[src/rtl/uirq_pkg.sv]
package uirq_pkg;
   localparam int REG_W = 32;

   localparam logic [7:0] OFS_REV    = 8'h00;
   localparam logic [7:0] OFS_CTRL   = 8'h04;
   localparam logic [7:0] OFS_STAT   = 8'h08;
   localparam logic [7:0] OFS_SRC    = 8'h20;
   localparam logic [7:0] OFS_SRCSET = 8'h24;
   localparam logic [7:0] OFS_SRCCLR = 8'h28;
   localparam logic [7:0] OFS_MSK    = 8'h2C;
   localparam logic [7:0] OFS_MSKSET = 8'h30;
   localparam logic [7:0] OFS_MSKCLR = 8'h34;
   localparam logic [7:0] OFS_MASKED = 8'h38;
   localparam logic [7:0] OFS_EOI    = 8'h3C;

   // contiguous run of n ones starting at bit lsb
   function automatic logic [REG_W-1:0] field_bits(int lsb, int n);
      logic [REG_W-1:0] m;
      m = '0;
      for (int i = 0; i < REG_W; i++)
         if (i >= lsb && i < lsb + n) m[i] = 1'b1;
      return m;
   endfunction
endpackage

[src/rtl/uirq_edge_det.sv]
module uirq_edge_det #(
   parameter int W           = 1,
   parameter int SYNC_STAGES = 0,
   parameter bit BOTH_EDGES  = 1'b0
) (
   input  logic         clk,
   input  logic         rst_n,
   input  logic [W-1:0] din,
   output logic [W-1:0] level,
   output logic [W-1:0] evt
);
   logic [W-1:0] prev_q;

   if (W < 1) begin : g_bad_w
      $error("uirq_edge_det: W must be at least 1");
   end

   if (SYNC_STAGES == 0) begin : g_direct
      assign level = din;
   end else begin : g_sync
      logic [W-1:0] stg_q [SYNC_STAGES];
      always_ff @(posedge clk or negedge rst_n) begin
         if (!rst_n) begin
            for (int i = 0; i < SYNC_STAGES; i++) stg_q[i] <= '0;
         end else begin
            stg_q[0] <= din;
            for (int i = 1; i < SYNC_STAGES; i++) stg_q[i] <= stg_q[i-1];
         end
      end
      assign level = stg_q[SYNC_STAGES-1];
   end

   always_ff @(posedge clk or negedge rst_n) begin
      if (!rst_n) prev_q <= '0;
      else        prev_q <= level;
   end

   if (BOTH_EDGES) begin : g_any
      assign evt = level ^ prev_q;
   end else begin : g_rise
      assign evt = level & ~prev_q;
   end
endmodule

[src/rtl/uirq_srcmask.sv]
module uirq_srcmask #(
   parameter int                       W     = 32,
   parameter logic [W-1:0]             VALID = '1
) (
   input  logic         clk,
   input  logic         rst_n,
   input  logic         sreset,
   input  logic [W-1:0] sw_set,
   input  logic [W-1:0] sw_clr,
   input  logic [W-1:0] hw_set,
   input  logic [W-1:0] msk_set,
   input  logic [W-1:0] msk_clr,
   output logic [W-1:0] src_q,
   output logic [W-1:0] mask_q
);
   logic [W-1:0] src_d, mask_d;

   always_comb begin
      // hardware set overrides a same-cycle software clear
      src_d  = ((src_q | sw_set | hw_set) & ~(sw_clr & ~hw_set)) & VALID;
      mask_d = ((mask_q | msk_set) & ~msk_clr) & VALID;
   end

   always_ff @(posedge clk or negedge rst_n) begin
      if (!rst_n) begin
         src_q  <= '0;
         mask_q <= '0;
      end else if (sreset) begin
         src_q  <= '0;
         mask_q <= '0;
      end else begin
         src_q  <= src_d;
         mask_q <= mask_d;
      end
   end

   a_r3_sw_set_lands : assert property (@(posedge clk) disable iff (!rst_n)
      !sreset |=> ((src_q & $past(sw_set & VALID)) == $past(sw_set & VALID)));
   a_r3_sw_clr_lands : assert property (@(posedge clk) disable iff (!rst_n)
      !sreset |=> ((src_q & $past(sw_clr & ~hw_set & ~sw_set)) == '0));
   a_r6_hw_wins : assert property (@(posedge clk) disable iff (!rst_n)
      !sreset |=> ((src_q & $past(hw_set & VALID)) == $past(hw_set & VALID)));
   a_r4_mask_set : assert property (@(posedge clk) disable iff (!rst_n)
      !sreset |=> ((mask_q & $past(msk_set & ~msk_clr & VALID)) == $past(msk_set & ~msk_clr & VALID)));
   a_r10_sreset_empty : assert property (@(posedge clk) disable iff (!rst_n)
      sreset |=> (src_q == '0 && mask_q == '0));
endmodule

[src/rtl/uirq_eoi_gate.sv]
module uirq_eoi_gate (
   input  logic clk,
   input  logic rst_n,
   input  logic sreset,
   input  logic eoi_wr,
   input  logic pending,
   output logic irq
);
   logic armed_q, fire;

   assign fire = armed_q & pending;

   always_ff @(posedge clk or negedge rst_n) begin
      if (!rst_n) begin
         armed_q <= 1'b1;
         irq     <= 1'b0;
      end else if (sreset) begin
         armed_q <= 1'b1;
         irq     <= 1'b0;
      end else begin
         irq <= fire;
         if (fire)        armed_q <= 1'b0;
         else if (eoi_wr) armed_q <= 1'b1;
      end
   end

   a_r8_one_cycle_pulse : assert property (@(posedge clk) disable iff (!rst_n)
      irq |=> !irq);
   a_r8_fires_when_armed : assert property (@(posedge clk) disable iff (!rst_n)
      armed_q && pending && !sreset |=> irq);
   a_r9_disarmed_after_pulse : assert property (@(posedge clk) disable iff (!rst_n)
      irq |-> !armed_q);
   a_r9_eoi_rearms : assert property (@(posedge clk) disable iff (!rst_n)
      eoi_wr && !sreset |=> (armed_q || irq));
endmodule

[src/rtl/usb_irq_aggr.sv]
module usb_irq_aggr
   import uirq_pkg::*;
#(
   parameter int               ADDR_W    = 8,
   parameter int               TX_EPS    = 5,
   parameter int               RX_EPS    = 4,
   parameter int               CORE_EVS  = 9,
   parameter int               TX_LSB    = 0,
   parameter int               RX_LSB    = 9,
   parameter int               CORE_LSB  = 16,
   parameter int               VBUS_SYNC = 2,
   parameter logic [31:0]      REV_ID    = 32'h0A7E_0101
) (
   input  logic                clk,
   input  logic                rst_n,
   input  logic [ADDR_W-1:0]   bus_addr,
   input  logic                bus_wr,
   input  logic [31:0]         bus_wdata,
   input  logic                bus_rd,
   output logic [31:0]         bus_rdata,
   input  logic [TX_EPS-1:0]   tx_evt,
   input  logic [RX_EPS-1:0]   rx_evt,
   input  logic [CORE_EVS-2:0] core_evt,
   input  logic                vbus_drv,
   output logic                irq_out
);
   localparam int               VBUS_BIT = CORE_LSB + CORE_EVS - 1;
   localparam logic [REG_W-1:0] VALID    = field_bits(TX_LSB, TX_EPS)
                                         | field_bits(RX_LSB, RX_EPS)
                                         | field_bits(CORE_LSB, CORE_EVS);

   // elaboration checks on the field layout
   if (ADDR_W < 6) begin : g_bad_addr
      $error("usb_irq_aggr: ADDR_W too small for the register map");
   end
   if (TX_LSB + TX_EPS > RX_LSB || RX_LSB + RX_EPS > CORE_LSB
       || CORE_LSB + CORE_EVS > REG_W) begin : g_bad_fields
      $error("usb_irq_aggr: event fields overlap or exceed the register");
   end
   if (VBUS_SYNC < 1 || CORE_EVS < 2) begin : g_bad_misc
      $error("usb_irq_aggr: VBUS_SYNC >= 1 and CORE_EVS >= 2 required");
   end
   if (REV_ID == 32'h0) begin : g_bad_rev
      $error("usb_irq_aggr: REV_ID must be nonzero");
   end

   // ---------------- event capture ----------------
   localparam int EV_W = TX_EPS + RX_EPS + CORE_EVS - 1;
   logic [EV_W-1:0] ev_lvl, ev_rise;
   logic            vbus_lvl, vbus_chg;

   uirq_edge_det #(.W(EV_W), .SYNC_STAGES(0), .BOTH_EDGES(1'b0)) u_ev_edge (
      .clk  (clk),
      .rst_n(rst_n),
      .din  ({core_evt, rx_evt, tx_evt}),
      .level(ev_lvl),
      .evt  (ev_rise)
   );

   uirq_edge_det #(.W(1), .SYNC_STAGES(VBUS_SYNC), .BOTH_EDGES(1'b1)) u_vbus_edge (
      .clk  (clk),
      .rst_n(rst_n),
      .din  (vbus_drv),
      .level(vbus_lvl),
      .evt  (vbus_chg)
   );

   logic [REG_W-1:0] hw_set;
   always_comb begin
      hw_set = '0;
      for (int i = 0; i < TX_EPS; i++)       hw_set[TX_LSB + i]   = ev_rise[i];
      for (int i = 0; i < RX_EPS; i++)       hw_set[RX_LSB + i]   = ev_rise[TX_EPS + i];
      for (int i = 0; i < CORE_EVS - 1; i++) hw_set[CORE_LSB + i] = ev_rise[TX_EPS + RX_EPS + i];
      hw_set[VBUS_BIT] = vbus_chg;
   end

   // ---------------- register decode ----------------
   function automatic logic hit(logic [ADDR_W-1:0] a, logic [7:0] ofs);
      return a == ADDR_W'(ofs);
   endfunction

   logic             sreset, eoi_wr;
   logic [REG_W-1:0] sw_set, sw_clr, msk_set, msk_clr;

   always_comb begin
      sreset  = bus_wr && hit(bus_addr, OFS_CTRL) && bus_wdata[0];
      eoi_wr  = bus_wr && hit(bus_addr, OFS_EOI);
      sw_set  = (bus_wr && hit(bus_addr, OFS_SRCSET)) ? bus_wdata : '0;
      sw_clr  = (bus_wr && hit(bus_addr, OFS_SRCCLR)) ? bus_wdata : '0;
      msk_set = (bus_wr && hit(bus_addr, OFS_MSKSET)) ? bus_wdata : '0;
      msk_clr = (bus_wr && hit(bus_addr, OFS_MSKCLR)) ? bus_wdata : '0;
   end

   logic [REG_W-1:0] src_q, mask_q, masked;

   uirq_srcmask #(.W(REG_W), .VALID(VALID)) u_srcmask (
      .clk    (clk),
      .rst_n  (rst_n),
      .sreset (sreset),
      .sw_set (sw_set),
      .sw_clr (sw_clr),
      .hw_set (hw_set),
      .msk_set(msk_set),
      .msk_clr(msk_clr),
      .src_q  (src_q),
      .mask_q (mask_q)
   );

   assign masked = src_q & mask_q;

   uirq_eoi_gate u_gate (
      .clk    (clk),
      .rst_n  (rst_n),
      .sreset (sreset),
      .eoi_wr (eoi_wr),
      .pending(|masked),
      .irq    (irq_out)
   );

   // ---------------- read path ----------------
   logic [REG_W-1:0] rd_mux;
   logic             rd_mapped;

   always_comb begin
      rd_mux    = '0;
      rd_mapped = 1'b1;
      if      (hit(bus_addr, OFS_REV))    rd_mux = REV_ID;
      else if (hit(bus_addr, OFS_STAT))   rd_mux = {{(REG_W-1){1'b0}}, vbus_lvl};
      else if (hit(bus_addr, OFS_SRC))    rd_mux = src_q;
      else if (hit(bus_addr, OFS_MSK))    rd_mux = mask_q;
      else if (hit(bus_addr, OFS_MASKED)) rd_mux = masked;
      else                                rd_mapped = 1'b0;
   end

   always_ff @(posedge clk or negedge rst_n) begin
      if (!rst_n)      bus_rdata <= '0;
      else if (bus_rd) bus_rdata <= rd_mux;
   end

   a_r11_unmapped_zero : assert property (@(posedge clk) disable iff (!rst_n)
      bus_rd && !rd_mapped |=> bus_rdata == '0);
   a_r12_rdata_holds : assert property (@(posedge clk) disable iff (!rst_n)
      !bus_rd |=> $stable(bus_rdata));
   a_r3_no_stray_bits : assert property (@(posedge clk) disable iff (!rst_n)
      bus_rd && hit(bus_addr, OFS_SRC) |=> (bus_rdata & ~VALID) == '0);
   a_r7_status_single_bit : assert property (@(posedge clk) disable iff (!rst_n)
      bus_rd && hit(bus_addr, OFS_STAT) |=> bus_rdata[REG_W-1:1] == '0);
endmodule

[config.mk]
export PLATFORM = sky130hd
export DESIGN_NAME = usb_irq_aggr
export DESIGN_NICKNAME = d
export VERILOG_FILES = /design/src/rtl/uirq_pkg.sv /design/src/rtl/uirq_edge_det.sv /design/src/rtl/uirq_srcmask.sv /design/src/rtl/uirq_eoi_gate.sv /design/src/rtl/usb_irq_aggr.sv
export SDC_FILE = /design/constraint.sdc
export NUM_CORES = 1
export LEC_CHECK = 0
export ABC_AREA = 1
export CAP_MARGIN = 10
export CELL_PAD_IN_SITES_DETAIL_PLACEMENT = 1
export CELL_PAD_IN_SITES_GLOBAL_PLACEMENT = 2
export CORE_MARGIN = 8
export CORE_UTILIZATION = 31
export CTS_BUF_LIST = sky130_fd_sc_hd__clkbuf_4 sky130_fd_sc_hd__clkbuf_8
export DETAILED_ROUTE_END_ITERATION = 8
export PLACE_DENSITY_LB_ADDON = 0.15
export SYNTH_ARGS = -nofsm -noshare
export SYNTH_HDL_FRONTEND = slang
export SYNTH_SLANG_ARGS = --single-unit
[constraint.sdc]
create_clock -name clk -period 2.3 [get_ports clk]
set_input_delay 0.575 -clock clk [delete_from_list [all_inputs] [get_ports clk]]
set_output_delay 0.575 -clock clk [all_outputs]
set_load 0.05 [all_outputs]
Word level (Yosys, flattened, before mapping)
Cells that the tools add are included.
{"block": "word_totals", "input_bits": 62, "register_bits": 104, "elab_cells": 58, "out_inout_bits": 33}
{"block": "classes", "bitwise": 14, "muxes": 15, "n_reduce_logical": 10, "n_eq_ne": 10}
{"cell": "$mux W32", "n": 5}
{"cell": "$mux W25", "n": 6}
{"cell": "$and A25 B25 Y25", "n": 4}
{"cell": "$not A25 Y25", "n": 3}
{"cell": "$or A25 B25 Y25", "n": 3}
{"cell": "$eq A8 B6 Y1 const B", "n": 8}
{"cell": "$reduce_or A32 Y1", "n": 1}
{"cell": "$and A17 B17 Y17", "n": 1}
{"cell": "$not A17 Y17", "n": 1}
{"cell": "$eq A8 B3 Y1 const B", "n": 1}
{"cell": "$eq A8 B4 Y1 const B", "n": 1}
{"cell": "$logic_not A8 Y1", "n": 1}
{"cell": "$logic_and A1 B1 Y1", "n": 7}
{"cell": "$mux W1", "n": 4}
{"cell": "$reduce_bool A3 Y1", "n": 1}
{"cell": "$and A1 B1 Y1", "n": 1}
{"cell": "$xor A1 B1 Y1", "n": 1}

Depth between registers and ports, before layout
{"block": "depth", "depth_word": 7, "depth_mapped": 9, "depth_no_buf": 9}

Cells and area by module
Synthesis repeated with hierarchy kept, for this count alone.
{"block": "hier_totals", "cells_unflattened": 837, "area_unflattened_um2": 5714.2}
{"mod": "usb_irq_aggr", "area_per_inst_um2": 3030.4, "instances": 1, "cells_per_inst": 538, "seq_area_each_um2": 800.8}
{"mod": "uirq_srcmask", "area_per_inst_um2": 1779.2, "instances": 1, "cells_per_inst": 213, "seq_area_each_um2": 900.9}
{"mod": "uirq_edge_det at u_ev_edge", "area_per_inst_um2": 723.2, "instances": 1, "cells_per_inst": 68, "seq_area_each_um2": 425.4}
{"mod": "uirq_edge_det at u_vbus_edge", "area_per_inst_um2": 93.8, "instances": 1, "cells_per_inst": 8, "seq_area_each_um2": 75.1}
{"mod": "uirq_eoi_gate", "area_per_inst_um2": 87.6, "instances": 1, "cells_per_inst": 10, "seq_area_each_um2": 51.3}

Worst setup path after synthesis
OpenSTA, ideal clock, no wires.
{"block": "synth_path", "path_kind": "input to register", "start": "input bus_addr[1]", "end": "register u_srcmask.src_q[0]", "path_slack_ns": 0.742, "path_buffers": 1, "t_arrival_ns": 1.437, "t_required_ns": 2.179, "stages": 7, "setup_ns": 0.121, "path_cell_list": "nor2_4 nand4_2 inv_2 nand3_2 inv_2 buf_2 nor2_1"}
{"block": "synth_between", "elab_chain_cells": 7}
{"item": "start: declaration", "line_no": "usb_irq_aggr.sv:16", "text": "input logic [ADDR_W-1:0] bus_addr,"}
{"item": "$eq A8 B6 Y1", "line_no": "usb_irq_aggr.sv:79", "text": "return a == ADDR_W'(ofs);"}
{"item": "$logic_and A1 B1 Y1 (on tied branches)", "line_no": "usb_irq_aggr.sv:88, usb_irq_aggr.sv:89"}
{"item": "$mux W25 (on tied branches)", "line_no": "usb_irq_aggr.sv:88, usb_irq_aggr.sv:89"}
{"item": "$or A25 B25 Y25 or $and A25 B25 Y25 (tied branches)", "line_no": "uirq_srcmask.sv:20", "text": "src_d = ((src_q | sw_set | hw_set) & ~(sw_clr & ~hw_set)) & VALID;"}
{"item": "$or A25 B25 Y25 or $not A25 Y25 (tied branches)", "line_no": "uirq_srcmask.sv:20"}
{"item": "$and A25 B25 Y25", "line_no": "uirq_srcmask.sv:20"}
{"item": "$mux W25 (*)", "line_no": "uirq_srcmask.sv:28", "text": "end else if (sreset) begin"}
{"item": "end signal: assignment", "line_no": "uirq_srcmask.sv:32", "text": "src_q <= src_d;"}
{"item": "end: declaration", "line_no": "uirq_srcmask.sv:13", "text": "output logic [W-1:0] src_q,"}
Mark *: on every way between the ends. The rest lies on a longest branch, timed or not.
A chain may end at the register's enable or synchronous reset.

Final worst setup path
{"block": "layout_path", "start": "register bus_rdata[16]", "end": "output bus_rdata[16]"}
{"item": "start: declaration", "line_no": "usb_irq_aggr.sv:20", "text": "output logic [31:0] bus_rdata,"}
{"item": "start signal: assignment", "line_no": "usb_irq_aggr.sv:137", "text": "else if (bus_rd) bus_rdata <= rd_mux;"}
No word-level cell between the ends.

==> out/metrics.yaml <==
worst_setup_path:
  r2r_slack_ns: 1.02
  arrival_ns: 1.62
  r2r-end: "u_gate.armed_q"
  cpPeakStageDelay_ns: 0.83
  crit_type: "flop to primary output"
  critPathMaxFanout: 2
  crit_buf_inv: 1
  startpoint_type: "flop"
  crit_required_ns: 1.73
  crit_family: "buffers and inverters"
  critPathSlowestCell: "clkdlybuf4s50_1"
  endpoint_kind: "primary output"
  reg2reg_depth: 7
  crit_chain: "clkdlybuf4s50_1"
  rr_startpoint: "u_srcmask.mask_q[22]"
sta:
  tns_ns: 0
  setup_viol: 0
  slew_viol_final: 0
  finalClockSkew_ns: 0.00826
  post-route-period-util: 0.955
  rsz0062_at_grt: "false"
  fmax_mhz: 455
  slew_headroom: 0.658
  final.min_clock_period_ns: 2.20
  fin_hold_ws_ns: 0.141
  max_slew.worst_pin.slew_ns: 0.511
  finalHoldViolCount: 0
placed_design:
  place_hpwl_um: 9830
  numPortBuffers: 69
  gp_congestion: 0.775
floorplan:
  ios: 95
  core_um2: 13100
  die_w_um: 131
  die_area_um2: 17200
  start_util: 0.314
  fp.dieH_um: 131
  rows: 42
global_routing:
  grtUsageTotal: 0.165
  grt_antenna_before_repair: 0
  grt_pass1_vias: 4179
  overflow: 0
  grt_max_degree: 30
  grt_pass1_wl_um: 21500
logic_synthesis:
  synth_top_area_share: 0.463
  synthAdderAreaFrac: 0
  ys_seq_elements: 77
  synthSimpleGateAreaFrac: 0.387
  yosys-top-cells-area: "dfrtp_1, nand2_1, nand3_1"
  yosysWarnings: 0
  avgSynthCellArea_um2: 7.49
  synth_top_cell_by_area: "dfrtp_1"
  syn_area_um2: 4100
  syn_inst: 548
  synth_compound_area_frac: 0.0299
  seq_area_frac_synth: 0.470
  synthDistinctLibCells: 25
  synth-xor-area-share: 0.00213
  synth_top_family_by_area: "simple AND/OR/NAND/NOR gates"
  synthMuxAreaShare: 0
cts:
  htreeDepth: 3
  cts_tree: "done"
  cts_made_buffers: 9
  clkLatencyLatePin_ns: 0.37
  cts_hold_buf: 0
  clk_path_buf_depth: 2
  postCtsSetupBuffers: 0
  clock_sinks: 77
  cts_root_buf: "clkbuf_8"
  clkSlewWorstSetupHoldPaths_ns: 0.08
  cts_resized: 0
detailed_routing:
  num_vias: 3842
  vias_per_cell: 4.71
  antenna_left: 0
  dr.pass1.iters: 4
  routed_wl_um: 13400
  drt_drc_violations_left: 0
  drtIter0Drc: 135
  wire_per_inst_um: 16.4
cells_and_area:
  most-common-layout-cells: "nand2_1, nand3_1, dfrtp_1, clkdlybuf4s50_1, inv_1"
  layout_commonest_cell: "nand2_1"
  syn_to_final_growth_pct: 29.2
  drive_gt1_frac: 0.100
  layout.nets: 697
  num_antenna_cells: 0
worst_hold_path:
  hp-class: "input pin to asynchronous set/reset pin"
job:
  maxCapViolCount: 0
power_and_ir_drop:
  p_leak_nw: 2.81
  peakVddDrop_mv: 0.206
  p_per_area_nw_per_um2: 562
status:
  status: "completed"
worst max path at each step:
stage,start,to,slack [ns],cells past startpoint
floorplan,bus_addr[1],u_srcmask.src_q[0],0.74,7
global placement,bus_addr[5],u_srcmask.mask_q[0],0.08,9
detailed placement,bus_addr[5],u_srcmask.mask_q[0],0.03,9
CTS,bus_rdata[16],bus_rdata[16],0.07,1
global route,bus_rdata[16],bus_rdata[16],0.05,1
finish,bus_rdata[16],bus_rdata[16],0.10,1
stage by stage:
step | cells | setup WS (ns) | util | area, µm² | total power (W)
3_5_place_dp | 800 | 0.0345 | 0.389 | 5090 | 0.00190
4_1_cts | 816 | 0.0739 | 0.405 | 5300 | 0.00303
6_report | 816 | 0.104 | 0.405 | 5300 | 0.00298
5_1_grt | 816 | 0.0532 | 0.405 | 5300 | 0.00311
3_3_place_gp | 800 | 0.0754 | 0.389 | 5090 | 0.00189
2_1_floorplan | 558 | 0.742 | - | 4140 | 0.00168
final cells by class:
| type | instances | area (µm²) |
|---|---|---|
| Clock inverter | 3 | 43.8 |
| Fill cell | 1604 | 7780 |
| Inverter | 61 | 229 |
| Multi-Input combinational cell | 390 | 1760 |
| Tap cell | 176 | 220 |
| Sequential cell | 77 | 1930 |
| Timing Repair Buffer | 96 | 953 |
| Clock buffer | 13 | 166 |
sequential cells by signal, summed over array words and instances (netlist names):
signal,count
bus_rdata,19
u_ev_edge.prev_q,17
u_gate.armed_q,1
u_gate.irq,1
u_srcmask.mask_q,18
u_srcmask.src_q,18
u_vbus_edge.g_sync.stg_q,1
u_vbus_edge.level,1
u_vbus_edge.prev_q,1
power by group:
group | leakage, nW | internal [W] | switching, W
clock network | 0.110 | 0.000586 | 0.000530
logic | 1.78 | 0.000158 | 0.000272
registers | 0.913 | 0.00141 | 0.0000302
total | 2.81 | 0.00215 | 0.000832
routing by layer:
| metal | routed length, µm | GRT usage |
|---|---|---|
| met1 | 6160 | 0.206 |
| met2 | 6580 | 0.280 |
| met3 | 469 | 0.0263 |
| met4 | 221 | 0.0662 |
| met5 | 0 | 0 |
cell usage after synthesis:
cell type / instances
xnor2_1: 1
nand3_4: 1
nor2_4: 4
nand2_2: 2
nand4_2: 1
o21bai_1: 1
nand3_1: 98
nand4_1: 5
conb_1: 1
a21oi_1: 23
inv_2: 2
nor2_2: 3
nor3_1: 4
dfrtp_1: 76
nor3_4: 1
clkbuf_1: 3
buf_2: 5
nor2_1: 57
buf_4: 16
buf_6: 6
nand3_2: 4
nand2_1: 173
inv_1: 59
nor2_8: 1
dfstp_2: 1
logic make-up (layout without fill, tap and decap cells):
logic type	Yosys count	in the layout
compound gates	24	24
flops	77	77
simple gates	354	354
buf+inv	91	173
xor+xnor	1	1
other cells	1	11
Note: power is estimated with default switching activity, not from simulation.
